==> config.mk <==
export PLATFORM = sky130hd
export DESIGN_NAME = stream_align_monitor
export DESIGN_NICKNAME = d
export VERILOG_FILES = /design/src/rtl/sam_pkg.sv /design/src/rtl/sam_fifo.sv /design/src/rtl/sam_sticky.sv /design/src/rtl/stream_align_monitor.sv
export SDC_FILE = /design/constraint.sdc
export NUM_CORES = 1
export LEC_CHECK = 0
export BUFFER_PORTS_ARGS = -buffer_cell sky130_fd_sc_hd__buf_2
export CAP_MARGIN = 5
export CORE_MARGIN = 2
export CORE_UTILIZATION = 53
export CTS_CLUSTER_SIZE = 40
export DETAILED_ROUTE_END_ITERATION = 8
export GPL_ROUTABILITY_DRIVEN = 0
export PLACE_DENSITY = 0.75
export SLEW_MARGIN = 40
export SYNTH_ARGS = -nofsm -noshare
export SYNTH_HDL_FRONTEND = slang
export SYNTH_HIERARCHICAL = 1
export SYNTH_SLANG_ARGS = --single-unit
==> constraint.sdc <==
create_clock -name clk -period 4.1 [get_ports clk]
set_input_delay 0.205 -clock clk [delete_from_list [all_inputs] [get_ports clk]]
set_output_delay 0.205 -clock clk [all_outputs]
set_load 0.1 [all_outputs]
==> src/rtl/sam_pkg.sv <==
package sam_pkg;
  localparam int ERR_MISALIGN  = 0;
  localparam int ERR_OVERFLOW  = 1;
  localparam int ERR_UNDERFLOW = 2;
  localparam int N_ERR         = 3;

  typedef logic [N_ERR-1:0] err_vec_t;

  // true when both boundary marks agree between the two beats
  function automatic logic bounds_agree(input logic a_sop, input logic a_eop,
                                        input logic b_sop, input logic b_eop);
    return (a_sop == b_sop) && (a_eop == b_eop);
  endfunction
endpackage

==> src/rtl/sam_fifo.sv <==
module sam_fifo #(
  parameter int EW    = 18,
  parameter int DEPTH = 8
) (
  input  logic                       clk,
  input  logic                       rst_n,
  input  logic                       wr_req,
  input  logic [EW-1:0]              wr_word,
  input  logic                       rd_req,
  output logic [EW-1:0]              head,
  output logic                       full,
  output logic                       empty,
  output logic [$clog2(DEPTH):0]     level,
  output logic                       wr_drop,
  output logic                       rd_miss,
  output logic                       rd_fire
);
  localparam int AW = $clog2(DEPTH);

  logic [EW-1:0] mem [DEPTH];
  logic [AW:0]   wr_ptr, rd_ptr;
  logic          wr_fire;

  assign level   = wr_ptr - rd_ptr;
  assign full    = (level == (AW+1)'(DEPTH));
  assign empty   = (level == '0);
  assign wr_fire = wr_req && !full;
  assign wr_drop = wr_req && full;
  assign rd_fire = rd_req && !empty;
  assign rd_miss = rd_req && empty;
  assign head    = mem[rd_ptr[AW-1:0]];

  always_ff @(posedge clk) begin
    if (wr_fire) mem[wr_ptr[AW-1:0]] <= wr_word;
  end

  always_ff @(posedge clk) begin
    if (!rst_n) begin
      wr_ptr <= '0;
      rd_ptr <= '0;
    end else begin
      if (wr_fire) wr_ptr <= wr_ptr + 1'b1;
      if (rd_fire) rd_ptr <= rd_ptr + 1'b1;
    end
  end
endmodule

==> src/rtl/sam_sticky.sv <==
module sam_sticky #(
  parameter int N = 3
) (
  input  logic         clk,
  input  logic         rst_n,
  input  logic         clear,
  input  logic [N-1:0] events,
  output logic [N-1:0] flags
);
  for (genvar i = 0; i < N; i++) begin : g_bit
    always_ff @(posedge clk) begin
      if (!rst_n) flags[i] <= 1'b0;
      else        flags[i] <= (flags[i] && !clear) || events[i];
    end
  end
endmodule

==> src/rtl/stream_align_monitor.sv <==
module stream_align_monitor
  import sam_pkg::*;
#(
  parameter int W     = 16,
  parameter int DEPTH = 8
) (
  input  logic         clk,
  input  logic         rst_n,
  input  logic         loc_valid,
  input  logic         loc_sop,
  input  logic         loc_eop,
  input  logic [W-1:0] loc_data,
  input  logic         rem_valid,
  input  logic         rem_sop,
  input  logic         rem_eop,
  input  logic [W-1:0] rem_data,
  input  logic         clear_rd,
  output logic         merge_valid,
  output logic [W-1:0] merge_loc_data,
  output logic [W-1:0] merge_rem_data,
  output logic [2:0]   err_flags,
  output logic         healthy
);
  localparam int EW = W + 2;
  localparam int LW = $clog2(DEPTH) + 1;

  // named internal events for the bound checker
  logic [EW-1:0] head_word;
  logic          fifo_full, fifo_empty;
  logic [LW-1:0] fifo_level;
  logic          ev_overflow, ev_underflow, pop_fire, ev_misalign;
  err_vec_t      ev_vec, flags_q;

  sam_fifo #(.EW(EW), .DEPTH(DEPTH)) u_fifo (
    .clk     (clk),
    .rst_n   (rst_n),
    .wr_req  (loc_valid),
    .wr_word ({loc_sop, loc_eop, loc_data}),
    .rd_req  (rem_valid),
    .head    (head_word),
    .full    (fifo_full),
    .empty   (fifo_empty),
    .level   (fifo_level),
    .wr_drop (ev_overflow),
    .rd_miss (ev_underflow),
    .rd_fire (pop_fire)
  );

  assign ev_misalign = pop_fire &&
    !bounds_agree(head_word[EW-1], head_word[EW-2], rem_sop, rem_eop);

  always_comb begin
    ev_vec                = '0;
    ev_vec[ERR_MISALIGN]  = ev_misalign;
    ev_vec[ERR_OVERFLOW]  = ev_overflow;
    ev_vec[ERR_UNDERFLOW] = ev_underflow;
  end

  sam_sticky #(.N(N_ERR)) u_sticky (
    .clk    (clk),
    .rst_n  (rst_n),
    .clear  (clear_rd),
    .events (ev_vec),
    .flags  (flags_q)
  );

  always_ff @(posedge clk) begin
    if (!rst_n) begin
      merge_valid    <= 1'b0;
      merge_loc_data <= '0;
      merge_rem_data <= '0;
    end else begin
      merge_valid <= pop_fire;
      if (pop_fire) begin
        merge_loc_data <= head_word[W-1:0];
        merge_rem_data <= rem_data;
      end
    end
  end

  assign err_flags = flags_q;
  assign healthy   = (flags_q == '0);
endmodule

# Yosys cells after proc, flatten, opt, wreduce, memory -nomap -nowiden

Memory sizes are Yosys's and may differ from the RTL's. A register that Yosys moved wholly into a read port is not among the register bits.
Cells that the tools add are included.

Bits in writable memories: 144
Memories kept: 1
Output and inout port bits: 37
Register bits: 44

Equality and inequality tests: 3
Muxes and demuxes: 4
Add/subtract/negate cells: 3
Reductions and logical operators: 18

Memories:

| name       | depth | width | rd ports | clocked after memory_dff | write ports | line           | source |
|---|---|---|---|---|---|---|---|
| u_fifo.mem | 8     | 18    | 1        | 1                        | 1           | sam_fifo.sv:20 | `logic [EW-1:0] mem [DEPTH];` |

Operators by type and width:

| kind                                         | count |
|---|---|
| logical AND 1 bit                            | 9 |
| adder 4 x 1 -> 4 bit (second input constant) | 2 |
| two-way mux 3 bit                            | 2 |
| equality test 4 bit (second input constant)  | 1 |
| logical NOT 1 bit                            | 4 |
| logical NOT 4 bit                            | 1 |
| subtractor 4 bit                             | 1 |
| logical NOT 3 bit                            | 1 |
| logical OR 1 bit                             | 3 |
| equality test 1 bit                          | 2 |
| two-way mux 1 bit                            | 2 |

# Depth between registers and ports, before layout

Depth after elaboration: 6
Depth in mapped cells: 12
Gate-level depth less buffers: 9

# Modules after synthesis

Netlist, hierarchy kept.

Modules (own cells, without submodules):

| module               | instances | area each (sq um) | cells an instance |
|---|---|---|---|
| sam_fifo             | 1         | 6,164.7           | 295 |
| stream_align_monitor | 1         | 1,300.0           | 109 |
| sam_sticky           | 1         | 101.3             | 9 |

# Worst setup path after synthesis

No wires, ideal clock.

Kind: reg2reg
Start point: register u_fifo.wr_ptr[0]
End point: memory u_fifo.mem[4][0] (enable)
Path slack: -13 ps
Data arrival time: 3,667 ps
Library setup time: 446 ps
Cell stages (with the launch flop): 11
Period minus slack after synthesis: 4,113 ps
Path buffers: 2
Path through: dfxtp_1 clkbuf_1 inv_1 ha_1 inv_1 fa_1 xor2_1 or3_1 buf_6 o21ai_4 nor4b_1

Word-level cells in the longest chain between the ends: 6

Ends and longest elaborated chain:

| element                                 | line                       | source |
|---|---|---|
| from (decl)                             | sam_fifo.sv:21             | `logic [AW:0] wr_ptr, rd_ptr;` |
| from (signal assigned)                  | sam_fifo.sv:42             | `if (wr_fire) wr_ptr <= wr_ptr + 1'b1;` |
| subtractor 4 bit                        | sam_fifo.sv:24             | `assign level = wr_ptr - rd_ptr;` |
| via fifo_level[2]                       | stream_align_monitor.sv:30 | `logic [LW-1:0] fifo_level;` |
| equality test 4 bit                     | sam_fifo.sv:25             | `assign full = (level == (AW+1)'(DEPTH));` |
| logical NOT 1 bit                       | sam_fifo.sv:27             | `assign wr_fire = wr_req && !full;` |
| logical AND 1 bit                       | sam_fifo.sv:27             |  |
| two-way mux 1 bit                       | sam_fifo.sv:34             | `if (wr_fire) mem[wr_ptr[AW-1:0]] <= wr_word;` |
| two-way mux 1 bit (not written as such) | sam_fifo.sv:34             |  |
| to (decl)                               | sam_fifo.sv:20             |  |

The timed path passes the listed nets, and every way through them passes these cells.

# Worst setup path after layout

Start point: register u_fifo.wr_ptr[0]
End point: memory u_fifo.mem[3][12] (enable)

Same word-level chain as after synthesis.

==> metrics.txt <==
# TYPE chip_impl_metric gauge
chip_impl_info{name="status",value="complete, no violations"} 1
chip_impl_metric{name="fillerInstances",unit=""} 956
chip_impl_metric{name="grt_first_pass_wirelength",unit="mm"} 21.7
chip_impl_metric{name="synth-warning-count",unit=""} 6
chip_impl_metric{name="clk-insertion-delay-late",unit="ns"} 0.43
chip_impl_metric{name="synth.cell_area",unit="sq um"} 7560
chip_impl_metric{name="fin_util",unit="%"} 63.5
chip_impl_metric{name="final_net_count",unit=""} 544
chip_impl_metric{name="final_layout_size_suffix_gt1_share",unit="%"} 36.9
chip_impl_metric{name="clock_transition_time_at_the_flip_flop_clock_pins_of_the_worst_setup_and_hold_paths",unit="ns"} 0.07
chip_impl_metric{name="placed_area",unit="sq um"} 8180
chip_impl_metric{name="cts.htree.levels",unit=""} 4
chip_impl_metric{name="synth_cells",unit=""} 411
chip_impl_metric{name="clockBufferDepth",unit=""} 2
chip_impl_metric{name="worst_pin_slew",unit="ns"} 0.785
chip_impl_info{name="regToRegEndpoint",value="u_fifo/mem[3][12]"} 1
chip_impl_metric{name="initialDrtViolationCount",unit=""} 311
chip_impl_metric{name="cts.repair_timing.setup_buffer_count",unit=""} 0
chip_impl_metric{name="grt_overflow_total",unit=""} 0
chip_impl_metric{name="ctsResizeCount",unit=""} 0
chip_impl_metric{name="period_share",unit="%"} 81.8
chip_impl_metric{name="floorplan.die_area",unit="sq um"} 15200
chip_impl_metric{name="antenna_cells",unit=""} 0
chip_impl_metric{name="cap_viol_max_count",unit=""} 0
chip_impl_info{name="clock_tree_root_driver_cell",value="sky130_fd_sc_hd__clkbuf_16"} 1
chip_impl_metric{name="num_vias",unit=""} 3829
chip_impl_info{name="gr-max-usage-layer",value="met2"} 1
chip_impl_metric{name="layout.cell_area.non_filler",unit="sq um"} 8810
chip_impl_metric{name="layout_min_cycle_time",unit="ns"} 3.35
chip_impl_info{name="grt_setup_unrepaired",value="no"} 1
chip_impl_metric{name="wl_per_cell",unit="microns"} 20.6
chip_impl_info{name="critPathKind",value="reg2reg"} 1
chip_impl_metric{name="post_cts_hold_buffer_count",unit=""} 0
chip_impl_metric{name="io_buffer_count",unit=""} 77
chip_impl_metric{name="synthToLayoutAreaGrowth",unit="%"} 16.5
chip_impl_metric{name="ff2ff_setup_slack",unit="ns"} 0.75
chip_impl_metric{name="stdcell_count",unit=""} 690
chip_impl_info{name="startpoint",value="u_fifo/wr_ptr[0]"} 1
chip_impl_metric{name="die_width",unit="microns"} 123
chip_impl_metric{name="critical_path.max_fanout",unit=""} 13
chip_impl_metric{name="ir_drop_worst_vdd",unit="mV"} 0.384
chip_impl_metric{name="grt_util_all_layers",unit="%"} 20.3
chip_impl_metric{name="grt_antenna_before_repair",unit=""} 0
chip_impl_info{name="cts_tree",value="yes"} 1
chip_impl_metric{name="total_power",unit="W"} 0.00688
chip_impl_metric{name="ios",unit=""} 78
chip_impl_metric{name="globalRouteMet3Util",unit="%"} 4.75
chip_impl_metric{name="rows",unit=""} 43
chip_impl_metric{name="report.final.setup_viol",unit=""} 0
chip_impl_metric{name="grtUsageMet2",unit="%"} 34.2
chip_impl_metric{name="route.detailed.vias_per_inst",unit=""} 5.55
chip_impl_metric{name="timing_max_transition_violations_final",unit=""} 0
chip_impl_metric{name="syn_area_per_cell",unit="sq um"} 18.4
chip_impl_metric{name="crit_arrival",unit="ns"} 3.47
chip_impl_metric{name="timing_hold_violations_final",unit=""} 0
chip_impl_metric{name="routed_wirelength",unit="mm"} 14.2
chip_impl_metric{name="place.detailed.hpwl",unit="mm"} 8.62
chip_impl_metric{name="cts_num_sinks",unit=""} 191
chip_impl_metric{name="detail_route.drc_violations",unit=""} 0
chip_impl_metric{name="floorplan.initialDensity",unit="%"} 54.5
chip_impl_info{name="hp-start",value="rem_data[4]"} 1
chip_impl_metric{name="dr.pass1.iters",unit=""} 4
chip_impl_metric{name="grt_use_met1",unit="%"} 25.4
chip_impl_metric{name="hold-worst-slack",unit="ns"} 0.0333
chip_impl_metric{name="largest_net_degree_at_the_start_of_global_routing",unit=""} 51
chip_impl_info{name="cp-end-kind",value="flop"} 1
chip_impl_info{name="cp-endpoint",value="u_fifo/mem[3][12]"} 1
chip_impl_metric{name="number_of_global_route_vias_before_repair",unit=""} 3890
chip_impl_metric{name="max_freq",unit="MHz"} 298
chip_impl_metric{name="cts_buffers",unit=""} 17
chip_impl_metric{name="p_leak",unit="nW"} 3.12
chip_impl_metric{name="fin_worst_skew",unit="ns"} 0.00657
chip_impl_metric{name="placed_cells",unit=""} 658
chip_impl_metric{name="required_time_of_the_worst_setup_path",unit="ns"} 4.22
chip_impl_metric{name="drtAntennaViolNets",unit=""} 0
chip_impl_info{name="start_kind",value="flop"} 1
chip_impl_metric{name="floorplan_die_height",unit="microns"} 123
chip_impl_metric{name="worst-r2r-cell-count",unit=""} 9
chip_impl_metric{name="fp.coreArea",unit="sq um"} 13900
chip_impl_metric{name="worst_slew_margin_rel",unit="%"} 47.2
chip_impl_metric{name="power_per_cell_area",unit="nW/um^2"} 781
chip_impl_metric{name="mappedNetlistNets",unit=""} 458
chip_impl_info{name="worstHoldPathType",value="in2reg"} 1
chip_impl_info{name="crit-reg2reg-launch",value="u_fifo/wr_ptr[0]"} 1
## critical path, stage by stage (launching register included)
cell and delay [ns]:
sky130_fd_sc_hd__dfxtp_1 0.58, sky130_fd_sc_hd__inv_1 0.20, sky130_fd_sc_hd__ha_1 0.29, sky130_fd_sc_hd__inv_1 0.11
sky130_fd_sc_hd__fa_1 0.20, sky130_fd_sc_hd__xor2_1 0.23, sky130_fd_sc_hd__or3_1 0.25, sky130_fd_sc_hd__o21ai_4 0.16
sky130_fd_sc_hd__nor4b_2 0.65, sky130_fd_sc_hd__buf_4 0.37
## registers in the layout (all words and copies together) (netlist names), named ones only
signal,cells
merge_loc_data,16
merge_rem_data,16
merge_valid,1
u_fifo/mem,144
u_fifo/rd_ptr,4
u_fifo/wr_ptr,4
u_sticky/flags,3
## worst min path at each step
stage,cells after the start,slack (ns),end
floorplan,0,0.30,u_fifo/mem[0][0]
CTS,3,0.02,merge_rem_data[3]
global placement,3,0.47,merge_rem_data[1]
global route,1,0.04,u_fifo/mem[2][16]
finish,3,0.03,merge_rem_data[4]
detailed placement,3,0.47,merge_rem_data[3]
## metal layers
metal | part of all wire [%] | vias to the layer above
met5 | 0 | -
met4 | 1.7 | 0
met3 | 5.3 | 20
met2 | 52 | 137
met1 | 41 | 1908
li1 | - | 1764
## area by class of cell
class | count | area, sq um | share of cell area (%)
clock buffer | 23 | 512 | 5.81
clock inverter | 9 | 116 | 1.32
inverter | 5 | 18.8 | 0.213
multi-input combinational | 193 | 2170 | 24.7
sequential | 191 | 5270 | 59.8
tap | 180 | 225 | 2.56
timing repair buffer | 89 | 490 | 5.57
## metrics by stage
step           setup WS, ns  setup TNS, ns
4_1_cts               0.768              0
3_3_place_gp          0.986              0
5_1_grt               0.525              0
6_report              0.748              0
3_5_place_dp          0.844              0
2_1_floorplan      -0.00683         -0.365
## power by group
group	internal, W	switching, W	leakage, nW	total (W)
combinational	0.000881	0.00168	1.12	0.00257
clock	0.00102	0.000694	0.306	0.00171
sequential	0.00239	0.000211	1.69	0.00260
total	0.00429	0.00259	3.12	0.00688
## cell usage in the layout (no fill, tap or decap), types with 12 or more instances in the layout
| cell | instances |
|---|---|
| sky130_fd_sc_hd__buf_2 | 76 |
| sky130_fd_sc_hd__dfxtp_1 | 44 |
| sky130_fd_sc_hd__edfxtp_1 | 144 |
| sky130_fd_sc_hd__clkbuf_16 | 20 |
| sky130_fd_sc_hd__mux2i_1 | 41 |
| sky130_fd_sc_hd__mux2_2 | 18 |
| sky130_fd_sc_hd__nand2_1 | 13 |
| sky130_fd_sc_hd__mux4_2 | 36 |
| sky130_fd_sc_hd__buf_4 | 12 |
| sky130_fd_sc_hd__nor2b_1 | 36 |
Power figures use the tool's default switching activity.
